[src/rtl/wic_pkg.sv]
package wic_pkg;
    localparam int NLINES      = 28;
    localparam int NGROUPS     = 4;
    localparam int FIELD_W     = 4;
    localparam int NFIELDS     = NLINES / 2;
    localparam int LO_FIELDS   = 8;
    localparam int HI_W        = (NFIELDS - LO_FIELDS) * FIELD_W;
    localparam int ADDR_W      = 4;
    localparam int DATA_W      = 32;
    localparam int FIRST_GROUP = 4;
    localparam int GROUP_W     = 8;

    typedef enum logic [3:0] {
        TRG_LOW  = 4'd0,
        TRG_HIGH = 4'd1,
        TRG_FALL = 4'd2,
        TRG_RISE = 4'd4,
        TRG_BOTH = 4'd6
    } trig_e;

    typedef enum logic [1:0] {
        SEL_CFG_LO = 2'd0,
        SEL_CFG_HI = 2'd1,
        SEL_MASK   = 2'd2,
        SEL_PEND   = 2'd3
    } reg_sel_e;

    function automatic logic code_valid(logic [3:0] code);
        return (code == TRG_LOW) || (code == TRG_HIGH) || (code == TRG_FALL) ||
               (code == TRG_RISE) || (code == TRG_BOTH);
    endfunction

    function automatic logic trig_hit(logic [3:0] code, logic cur, logic prev);
        logic h;
        case (code)
            TRG_LOW:  h = !cur;
            TRG_HIGH: h = cur;
            TRG_FALL: h = prev && !cur;
            TRG_RISE: h = !prev && cur;
            TRG_BOTH: h = prev != cur;
            default:  h = 1'b0;
        endcase
        return h;
    endfunction

    function automatic logic [NLINES-1:0] group_lines(int g);
        logic [NLINES-1:0] m;
        int lo;
        int hi;
        lo = (g == 0) ? 0 : FIRST_GROUP + (g - 1) * GROUP_W;
        hi = (g == 0) ? FIRST_GROUP - 1 : lo + GROUP_W - 1;
        m = '0;
        for (int k = 0; k < NLINES; k++) begin
            m[k] = (k >= lo) && (k <= hi);
        end
        return m;
    endfunction
endpackage

[src/rtl/wic_sync.sv]
module wic_sync #(
    parameter int N = 28
) (
    input  logic         clk,
    input  logic         rst,
    input  logic [N-1:0] pad_i,
    output logic [N-1:0] cur_o,
    output logic [N-1:0] prev_o
);
    logic [N-1:0] meta_q;

    always_ff @(posedge clk) begin
        if (rst) begin
            meta_q <= '1;
            cur_o  <= '1;
            prev_o <= '1;
        end else begin
            meta_q <= pad_i;
            cur_o  <= meta_q;
            prev_o <= cur_o;
        end
    end
endmodule

[src/rtl/wic_detect.sv]
module wic_detect
    import wic_pkg::*;
(
    input  logic                       clk,
    input  logic                       rst,
    input  logic [NFIELDS*FIELD_W-1:0] cfg_i,
    input  logic [NLINES-1:0]          cur_i,
    input  logic [NLINES-1:0]          prev_i,
    output logic [NLINES-1:0]          hit_o
);
    for (genvar i = 0; i < NLINES; i++) begin : g_line
        logic [FIELD_W-1:0] fcode;
        assign fcode    = cfg_i[FIELD_W*(i/2) +: FIELD_W];
        assign hit_o[i] = trig_hit(fcode, cur_i[i], prev_i[i]);

        // a reserved code never produces an event
        a_r6_reserved_silent: assert property (@(posedge clk) disable iff (rst)
            !code_valid(fcode) |-> !hit_o[i]);
    end
endmodule

[src/rtl/wic_regs.sv]
module wic_regs
    import wic_pkg::*;
(
    input  logic                       clk,
    input  logic                       rst,
    input  logic [ADDR_W-1:0]          addr_i,
    input  logic                       we_i,
    input  logic [DATA_W-1:0]          wdata_i,
    input  logic [NLINES-1:0]          hit_i,
    output logic [DATA_W-1:0]          rdata_o,
    output logic [NFIELDS*FIELD_W-1:0] cfg_o,
    output logic [NLINES-1:0]          mask_o,
    output logic [NLINES-1:0]          pend_o
);
    logic [LO_FIELDS*FIELD_W-1:0] cfg_lo_q;
    logic [HI_W-1:0]              cfg_hi_q;
    logic [NLINES-1:0]            mask_q;
    logic [NLINES-1:0]            pend_q;
    logic [NLINES-1:0]            clr_vec;
    logic                         aligned;
    reg_sel_e                     sel;

    assign aligned = (addr_i[1:0] == 2'b00);
    assign sel     = reg_sel_e'(addr_i[3:2]);
    assign clr_vec = (we_i && aligned && sel == SEL_PEND) ? wdata_i[NLINES-1:0] : '0;

    always_ff @(posedge clk) begin
        if (rst) begin
            cfg_lo_q <= '0;
            cfg_hi_q <= '0;
            mask_q   <= '1;
            pend_q   <= '0;
        end else begin
            if (we_i && aligned) begin
                case (sel)
                    SEL_CFG_LO: cfg_lo_q <= wdata_i[LO_FIELDS*FIELD_W-1:0];
                    SEL_CFG_HI: cfg_hi_q <= wdata_i[HI_W-1:0];
                    SEL_MASK:   mask_q   <= wdata_i[NLINES-1:0];
                    default:    ;
                endcase
            end
            pend_q <= (pend_q & ~clr_vec) | hit_i;
        end
    end

    always_comb begin
        rdata_o = '0;
        if (aligned) begin
            case (sel)
                SEL_CFG_LO: rdata_o = DATA_W'(cfg_lo_q);
                SEL_CFG_HI: rdata_o = DATA_W'(cfg_hi_q);
                SEL_MASK:   rdata_o = DATA_W'(mask_q);
                default:    rdata_o = DATA_W'(pend_q);
            endcase
        end
    end

    assign cfg_o  = {cfg_hi_q, cfg_lo_q};
    assign mask_o = mask_q;
    assign pend_o = pend_q;

    // reset leaves all lines blocked and nothing pending
    a_r1_reset_state: assert property (@(posedge clk)
        rst |=> (mask_q == '1 && pend_q == '0));

    // a pending bit only drops where a one was written to it
    a_r7_clear_only_w1c: assert property (@(posedge clk) disable iff (rst)
        1'b1 |=> (($past(pend_q) & ~pend_q & ~$past(clr_vec)) == '0));

    // a pending bit only rises where an event was detected
    a_r7_set_only_hit: assert property (@(posedge clk) disable iff (rst)
        1'b1 |=> ((pend_q & ~$past(pend_q) & ~$past(hit_i)) == '0));

    // unused upper bits of mask and pending read zero
    a_r2_upper_zero: assert property (@(posedge clk) disable iff (rst)
        addr_i[3] |-> (rdata_o[DATA_W-1:NLINES] == '0));
endmodule

[src/rtl/wake_irq_ctrl.sv]
module wake_irq_ctrl
    import wic_pkg::*;
(
    input  logic              clk,
    input  logic              rst,
    input  logic [NLINES-1:0] pad_in,
    input  logic [ADDR_W-1:0] bus_addr,
    input  logic              bus_we,
    input  logic [DATA_W-1:0] bus_wdata,
    output logic [DATA_W-1:0] bus_rdata,
    output logic [NGROUPS-1:0] irq_out
);
    logic [NLINES-1:0]          cur;
    logic [NLINES-1:0]          prev;
    logic [NLINES-1:0]          hit;
    logic [NLINES-1:0]          mask;
    logic [NLINES-1:0]          pend;
    logic [NFIELDS*FIELD_W-1:0] cfg;
    logic [NLINES-1:0]          live;

    wic_sync #(.N(NLINES)) u_sync (
        .clk    (clk),
        .rst    (rst),
        .pad_i  (pad_in),
        .cur_o  (cur),
        .prev_o (prev)
    );

    wic_detect u_detect (
        .clk    (clk),
        .rst    (rst),
        .cfg_i  (cfg),
        .cur_i  (cur),
        .prev_i (prev),
        .hit_o  (hit)
    );

    wic_regs u_regs (
        .clk     (clk),
        .rst     (rst),
        .addr_i  (bus_addr),
        .we_i    (bus_we),
        .wdata_i (bus_wdata),
        .hit_i   (hit),
        .rdata_o (bus_rdata),
        .cfg_o   (cfg),
        .mask_o  (mask),
        .pend_o  (pend)
    );

    assign live = pend & ~mask;

    for (genvar g = 0; g < NGROUPS; g++) begin : g_irq
        localparam logic [NLINES-1:0] RANGE = group_lines(g);
        assign irq_out[g] = |(live & RANGE);
    end

    // with every line blocked no request is raised
    a_r8_masked_quiet: assert property (@(posedge clk) disable iff (rst)
        (mask == '1) |-> (irq_out == '0));

    // a request never appears without a pending bit behind it
    a_r10_irq_needs_pend: assert property (@(posedge clk) disable iff (rst)
        (irq_out != '0) |-> (pend != '0));
endmodule

[config.mk]
export PLATFORM = sky130hd
export DESIGN_NAME = wake_irq_ctrl
export DESIGN_NICKNAME = d
export VERILOG_FILES = /design/src/rtl/wic_pkg.sv /design/src/rtl/wic_sync.sv /design/src/rtl/wic_detect.sv /design/src/rtl/wic_regs.sv /design/src/rtl/wake_irq_ctrl.sv
export SDC_FILE = /design/constraint.sdc
export NUM_CORES = 1
export LEC_CHECK = 0
export CORE_MARGIN = 5
export CORE_UTILIZATION = 61
export CTS_CLUSTER_SIZE = 30
export DETAILED_ROUTE_END_ITERATION = 10
export GPL_ROUTABILITY_DRIVEN = 0
export PLACE_DENSITY = 0.82
export SYNTH_ARGS = -nofsm -noshare
export SYNTH_HDL_FRONTEND = slang
export SYNTH_SLANG_ARGS = --single-unit
[constraint.sdc]
create_clock -name clk -period 2.8 [get_ports clk]
set_input_delay 0.56 -clock clk [delete_from_list [all_inputs] [get_ports clk]]
set_output_delay 0.56 -clock clk [all_outputs]
set_load 0.01 [all_outputs]
==> flow_summary.toml, run 1 <==
[logic_synthesis]
ys.flop_type = "dfxtp_1"
ys_warn_count = 0
syn_area_um2 = 9530
yosysTopAreaCell = "dfxtp_1"
synthCells = 1100
synthTopCellsByCount = "213 x nand2_1, 196 x dfxtp_1, 102 x inv_1, 79 x a21oi_1"
ys_top_cells_by_area = "dfxtp_1 41%, nand2_1 8.4%, ha_1 7.4%"
synth.area.mux_share = 0.0762
synth.avg_cell_area_um2 = 8.66
synth_top_family_by_area = "simple AND/OR/NAND/NOR gates"
synth-compound-area-share = 0.131
synth_edf_count = 0
synth_fp_nets = 1223
yosys_register_bits = 196
ys_types = 46
synthAdderAreaFrac = 0.0735
synth-seq-area-share = 0.412
synthXorXnorAreaFrac = 0
synth_top_area_frac = 0.412
async_flop_share = 0
yosysMostFrequentCell = "nand2_1"
yosys.area_share.simple = 0.230

[power_and_ir_drop]
leakagePower_nw = 4.74
ir_drop_uv = 506
power_w = 0.00604
pwr_density_cell_nw_per_um2 = 534

[timing]
whs_ns = 0.400
rsz0062_at_grt = "no"
slew_violations = 0
min_period_over_period = 0.956
fin_ws_ns = 0.124
max-slew-margin-rel = 0.290
period_needed_ns = 2.68
finalSetupViolCount = 0
max_freq_ghz = 0.374
finClkSkew_ns = 0.00831
hold_viol_final = 0
worstMarginPinSlew_ns = 1.06

[global_route]
antenna_found_initial = 1
overflow = 0
grt_start_max_net_pins = 73
grt_pass1_wl_um = 40000
grt_pass1_vias = 7731
grtUsageTotal = 0.280

[flow_run]
cap_violations = 0

[placed_design]
preCtsSetupSlack_ns = -0.139
dp_hpwl_um = 17400
port_buffers = 102
place_inst = 1364

[cts]
insertion_delay_ns = 0.44
cts_sinks = 196
clk_path_buf_depth = 2
cts_max_level = 4
numCtsBuffers = 17
cts.clk_slew.worst_paths_ns = 0.07
cts_tree = "yes"
cts-root-buf = "clkbuf_16"

[setup_path]
path_buf_inv = 3
crit_cells = 5
arrival_ns = 2.12
worstSetupEndpointType = "output port"
cp_top_family = "buffers and inverters"
r2r-end = "u_regs.pend_o[22]"
reg2reg_depth = 4
critPathKind = "input port to output port"
path_cells = "buf_2, buf_12, mux4_2, and2_1, clkdlybuf4s50_1"
crit_path_start = "bus_addr[2]"
worstPathRequired_ns = 2.24
crit_path_max_fanout = 17
slowest_stage = "mux4_2"
timing.rr.start = "u_regs.cfg_hi_q[14]"
critPathMaxStageDelay_ns = 0.54
startpoint_type = "input port"
r2r_setup_slack_ns = 1.25
crit_path_end = "bus_rdata[9]"

[routing]
wire_per_inst_um = 18.0
drcViolationCount = 0
drt_iter0_drc = 758
drtPass1Iterations = 6
vias = 8091
vias_per_cell = 5.80
ant_nets = 0
routed_wl_um = 25200

[floorplan]
io_pins = 103
rows = 45
start_util = 0.624
fp.dieArea_um2 = 18200
coreArea_um2 = 15300
dieWidth_um = 135
die_h_um = 135

[final_layout]
ff_latch_area_um2 = 3920
nNetsFinal = 1296
final_util = 0.741
multi_input_area_um2 = 4870
syn2layout_area_growth_pct = 18.7
layout-drive-gt1-share = 0.124
fin_cells = 1396
fillers = 1106
diodes = 0

[min_path]
hp-start = "u_sync.meta_q[7]"
hold_path.class = "flip-flop to flip-flop"

[run_status]
status = "completed"
[worst min-delay path by stage]
stage,end,slack (ns),cells past startpoint
after floorplan,u_sync.cur_o[0],0.39,1
after global placement,u_sync.cur_o[20],0.39,1
after detailed placement,u_sync.cur_o[19],0.39,1
after CTS,u_sync.cur_o[7],0.40,1
after global routing,u_sync.cur_o[7],0.41,1
final,u_sync.cur_o[7],0.40,1
[placed cells by master (no fill, tap or decap), types with 3 or more instances in the layout]
master / netlist / routed
and2_1: 31 / 31
clkinv_2: 0 / 4
a2111o_1: 3 / 3
nand3b_1: 18 / 18
o21ai_0: 23 / 23
mux4_2: 24 / 24
o211ai_1: 14 / 14
a211oi_1: 16 / 16
nor2b_1: 11 / 11
mux2i_1: 14 / 14
a21oi_1: 79 / 79
a22oi_1: 5 / 5
ha_1: 56 / 56
nand3_1: 34 / 34
or4_1: 3 / 3
a211o_1: 14 / 14
or2_2: 56 / 56
bufinv_16: 0 / 3
clkbuf_16: 0 / 17
nand2_1: 213 / 213
inv_1: 102 / 101
clkinvlp_4: 0 / 4
a221o_1: 14 / 14
and3_1: 5 / 5
nor2_1: 32 / 32
nor4b_1: 14 / 14
dfxtp_1: 196 / 196
o2111ai_1: 3 / 3
o22ai_1: 12 / 12
buf_12: 1 / 7
nor3_1: 14 / 14
clkdlybuf4s50_1: 0 / 99
o311ai_0: 3 / 3
mux2_2: 4 / 4
buf_4: 7 / 15
[metrics by stage]
stage | setup TNS [ns] | instance area, um^2
after floorplan | 0 | 9530
after detailed placement | -2.33 | 10700
after CTS | 0 | 11300
after global routing | 0 | 11300
final | 0 | 11300
after global placement | -1.72 | 10700
[where the power goes]
group | leakage, nW | internal [W] | switching, W | total, W
registers | 1.60 | 0.00289 | 0.0000813 | 0.00297
logic | 2.86 | 0.000310 | 0.000290 | 0.000600
clock network | 0.279 | 0.00140 | 0.00108 | 0.00248
total | 4.74 | 0.00459 | 0.00145 | 0.00604
[kinds of logic (layout without fill, tap and decap cells)]
| logic type | after synthesis | in the layout |
|---|---|---|
| mux | 42 | 42 |
| compound gates | 191 | 191 |
| flops | 196 | 196 |
| simple gates | 443 | 443 |
| fa+ha+maj | 56 | 56 |
| buf+inv | 172 | 257 |
[flip-flops by register name, summed over array words and instances (netlist names)]
| name | cells |
|---|---|
| u_sync.prev_o | 28 |
| u_regs.cfg_hi_q | 24 |
| u_regs.pend_o | 28 |
| u_regs.mask_o | 28 |
| u_sync.meta_q | 28 |
| u_sync.cur_o | 28 |
| u_regs.cfg_lo_q | 32 |
[metal layers]
layer,track usage,vias up,part of all wire
met1,0.369,3794,0.41
met5,0,-,0.00032
li1,-,3856,-
met4,0.103,2,0.030
met2,0.453,378,0.47
met3,0.0622,61,0.087
[cell type report]
| type | count | area share |
|---|---|---|
| Clock buffer | 18 | 0.0379 |
| Inverter | 102 | 0.0338 |
| Multi-Input combinational cell | 732 | 0.430 |
| Sequential cell | 196 | 0.347 |
| Timing Repair Buffer | 124 | 0.114 |
| Tap cell | 211 | 0.0233 |
| Clock inverter | 13 | 0.0142 |
[timing repair]
| action | CTS | global route |
|---|---|---|
| buffers inserted | 0 | 0 |
| hold buffers | 0 | 0 |
| resized for setup | 2 | 1 |
| cloned | 1 | 0 |
| pin swaps | 0 | 0 |
| endpoints found under the setup margin | 32 | 11 |
(Power assumes the default switching activity.)
==> run 2: changes to the inputs <==
Settings changed: SKIP_CTS_REPAIR_TIMING set to 1.
==> run 2 against run 1 <==
  * Die area did not move
  * Final area did not move
  * Via count rose by 0.93%
  * Non-clock buffer count unchanged
  * Largest power group unchanged
  * Critical endpoint is now bus_rdata[20]
==> flow_summary.toml, run 2 (synthesized netlist as in run 1, its figures left out) <==
[power_and_ir_drop]
ir_drop_uv = 483
power_w = 0.00603
leakagePower_nw = 4.74
pwr_density_cell_nw_per_um2 = 533

[routing]
vias_per_cell = 5.85
vias = 8166
drt_iter0_drc = 792
drcViolationCount = 0
routed_wl_um = 25300
drtPass1Iterations = 6
wire_per_inst_um = 18.1
ant_nets = 0

[cts]
cts-root-buf = "clkbuf_16"
cts.clk_slew.worst_paths_ns = 0.07
cts_max_level = 4
cts_tree = "yes"
insertion_delay_ns = 0.44
clk_path_buf_depth = 2
numCtsBuffers = 17
cts_sinks = 196

[final_layout]
largest_reg_flops = 32
fillers = 1103
layout-drive-gt1-share = 0.123
syn2layout_area_growth_pct = 18.7
diodes = 0
finalInstanceArea_um2 = 11300
nNetsFinal = 1296
final_cell_mix = "213 x nand2_1, 196 x dfxtp_1, 101 x inv_1, 99 x clkdlybuf4s50_1, 79 x a21oi_1"
largest_register = "u_regs.cfg_lo_q"
final_common_cell = "nand2_1"

[setup_path]
critPathKind = "input port to output port"
worstSetupEndpointType = "output port"
crit_path_max_fanout = 17
arrival_ns = 2.12
worstPathRequired_ns = 2.24
startpoint_type = "input port"

[timing]
finalSetupViolCount = 0
hold_viol_final = 0
whs_ns = 0.400
finClkSkew_ns = 0.00849
fin_ws_ns = 0.124
max_freq_ghz = 0.374
slew_violations = 0
rsz0062_at_grt = "no"
period_needed_ns = 2.68
min_period_over_period = 0.956
worstMarginPinSlew_ns = 1.11
max-slew-margin-rel = 0.262

[floorplan]
coreArea_um2 = 15300
start_util = 0.624
rows = 45
io_pins = 103
die_h_um = 135
fp.dieArea_um2 = 18200
dieWidth_um = 135

[placed_design]
preCtsSetupSlack_ns = -0.139
dp_hpwl_um = 17400
port_buffers = 102
place_area_um2 = 10700

[flow_run]
cap_violations = 0

[global_route]
overflow = 0
antenna_found_initial = 0
grt_pass1_wl_um = 39800
grt_start_max_net_pins = 73
grtUsageTotal = 0.277
grt_pass1_vias = 7728

[run_status]
status = "completed"

[min_path]
hold_path.class = "flip-flop to flip-flop"
-- run 2: final cells by class --
| cell class | instances | area (um^2) | share of cell area |
|---|---|---|---|
| Tap cell | 211 | 264 | 0.0233 |
| Timing Repair Buffer | 124 | 1290 | 0.114 |
| Clock buffer | 18 | 429 | 0.0379 |
| Clock inverter | 13 | 160 | 0.0142 |
| Multi-Input combinational cell | 732 | 4870 | 0.430 |
| Inverter | 102 | 383 | 0.0338 |
| Sequential cell | 196 | 3920 | 0.347 |
-- run 2: layer usage --
layer / track usage / routed length, um / up-vias
li1: - / - / 3853
met1: 0.365 / 10500 / 3865
met2: 0.450 / 12000 / 389
met3: 0.0604 / 2190 / 59
met4: 0.0991 / 675 / 0
met5: 0 / 0 / -
-- run 2: power breakdown --
part           switching (W)  total, W  internal [W]
Combinational       0.000291  0.000599      0.000308
Clock                0.00107   0.00247       0.00140
Sequential         0.0000818   0.00297       0.00289
-- run 2: path summary, 6_finish.rpt --
path,startpoint,to,slack (ns),cells past startpoint
max,bus_addr[2],bus_rdata[20],0.12,5
min,u_sync.meta_q[7],u_sync.cur_o[7],0.40,1
max reg2reg,u_regs.cfg_hi_q[14],u_regs.pend_o[22],1.26,4
min reg2reg,u_sync.meta_q[7],u_sync.cur_o[7],0.40,1
-- run 2: critical path, stage by stage --
cell	delay, ns
buf_2	0.16
buf_12	0.19
mux4_2	0.54
and2_1	0.18
clkdlybuf4s50_1	0.47
-- run 2: per-stage QoR --
| stage | TNS [ns] | util | std cells |
|---|---|---|---|
| 2_1_floorplan | 0 | - | 1100 |
| 3_3_place_gp | -1.72 | 0.701 | 1364 |
| 3_5_place_dp | -2.33 | 0.701 | 1364 |
| 4_1_cts | -2.68 | 0.740 | 1395 |
| 5_1_grt | 0 | 0.741 | 1396 |
| 6_report | 0 | 0.741 | 1396 |
==> run 3: changes to the inputs <==
Settings changed: CORE_UTILIZATION 61 to 45, PLACE_DENSITY 0.82 to 0.63.
==> run 3 against run 2 <==
  * Combinational power up 2%
  * Core utilization down 18 points
  * Fmax up 0.74%
  * Clock skew down 0.0026 ns
  * Clock power up 8.1%
  * Sequential cell count unchanged
  * Setup slack better by 0.020 ns
  * Via count down 3.2%
==> flow_summary.toml, run 3 (synthesized netlist as in run 1, its figures left out) <==
[final_layout]
fin_cells = 1477
largest_register = "u_regs.cfg_lo_q"
largest_reg_flops = 32
syn2layout_area_growth_pct = 22.7
diodes = 0
layout-drive-gt1-share = 0.136
finalInstanceArea_um2 = 11700
final_cell_mix = "213 x nand2_1, 196 x dfxtp_1, 101 x inv_1, 79 x a21oi_1, 68 x clkdlybuf4s50_1"
nNetsFinal = 1312
final_common_cell = "nand2_1"

[setup_path]
arrival_ns = 2.10
crit_path_max_fanout = 4
critPathKind = "input port to output port"
reg2reg_depth = 4
startpoint_type = "input port"
worstPathRequired_ns = 2.24
timing.rr.start = "u_regs.cfg_hi_q[14]"
crit_path_start = "bus_addr[3]"
r2r-end = "u_regs.pend_o[22]"
worstSetupEndpointType = "output port"
r2r_setup_slack_ns = 1.30

[cts]
cts-root-buf = "clkbuf_16"
clk_path_buf_depth = 2
cts_sinks = 196
cts_max_level = 4
cts_tree = "yes"
numCtsBuffers = 17
insertion_delay_ns = 0.43
cts.clk_slew.worst_paths_ns = 0.07

[routing]
drcViolationCount = 0
vias = 7901
drtPass1Iterations = 5
vias_per_cell = 5.35
drt_iter0_drc = 533
wire_per_inst_um = 17.6
routed_wl_um = 26100
ant_nets = 0

[global_route]
grt_pass1_vias = 7402
grt_start_max_net_pins = 61
grt_pass1_wl_um = 40700
antenna_found_initial = 1
overflow = 0
grtUsageTotal = 0.215

[placed_design]
place_area_um2 = 10900
place_inst = 1440
preCtsSetupSlack_ns = -0.0904
port_buffers = 102
dp_hpwl_um = 18700

[timing]
max-slew-margin-rel = 0.633
rsz0062_at_grt = "no"
fin_ws_ns = 0.143
worstMarginPinSlew_ns = 0.542
finClkSkew_ns = 0.00594
slew_violations = 0
min_period_over_period = 0.949
fin_setup_tns_ns = 0
max_freq_ghz = 0.376
finalSetupViolCount = 0
hold_viol_final = 0
period_needed_ns = 2.66

[power_and_ir_drop]
leakagePower_nw = 5.42
power_w = 0.00625
pwr_density_cell_nw_per_um2 = 535
ir_drop_uv = 371

[floorplan]
rows = 53
dieWidth_um = 156
fp.dieArea_um2 = 24200
coreArea_um2 = 21000
start_util = 0.455
io_pins = 103
die_h_um = 156

[min_path]
min_to = "u_sync.cur_o[6]"
hold_path.class = "flip-flop to flip-flop"
hp-start = "u_sync.meta_q[6]"
holdPathStages = 1

[run_status]
status = "completed"

[flow_run]
cap_violations = 0
-- run 3: worst max path at each step --
stage                     cells past startpoint       endpoint
final                                         6  bus_rdata[23]
after global routing                          6  bus_rdata[23]
after global placement                        7  bus_rdata[28]
after floorplan                               4   bus_rdata[3]
after CTS                                     7  bus_rdata[30]
after detailed placement                      6  bus_rdata[19]
-- run 3: metrics by stage --
stage               utilization  hold WS, ns
floorplan                     -        0.389
finish                    0.558        0.406
CTS                       0.551        0.408
global placement          0.520        0.391
detailed placement        0.520        0.393
global route              0.558        0.416
-- run 3: layer usage --
metal | vias to the layer above | global-route usage | part of all wire
met3 | 40 | 0.0442 | 0.062
met1 | 3716 | 0.297 | 0.46
met4 | 2 | 0.0717 | 0.023
li1 | 3891 | - | -
met5 | - | 0 | 0.00042
met2 | 252 | 0.337 | 0.45
-- run 3: area by class of cell --
cell class / instances / area [um^2]
timing repair buffer: 140 / 1520
inverter: 102 / 383
multi-input combinational: 732 / 4870
clock inverter: 10 / 170
clock buffer: 22 / 484
fill: 1952 / 9270
sequential: 196 / 3920
tap: 275 / 344
-- run 3: power by group --
| group | switching [W] | internal, W | total [W] |
|---|---|---|---|
| registers | 0.0000806 | 0.00289 | 0.00297 |
| logic | 0.000295 | 0.000318 | 0.000613 |
| clock network | 0.00107 | 0.00160 | 0.00267 |
| total | 0.00145 | 0.00480 | 0.00625 |
-- run 3: critical path: stages --
cell,delay [ns]
clkdlybuf4s50_1,0.48
buf_6,0.13
buf_4,0.13
mux4_2,0.48
and2_1,0.16
dlymetal6s2s_1,0.16
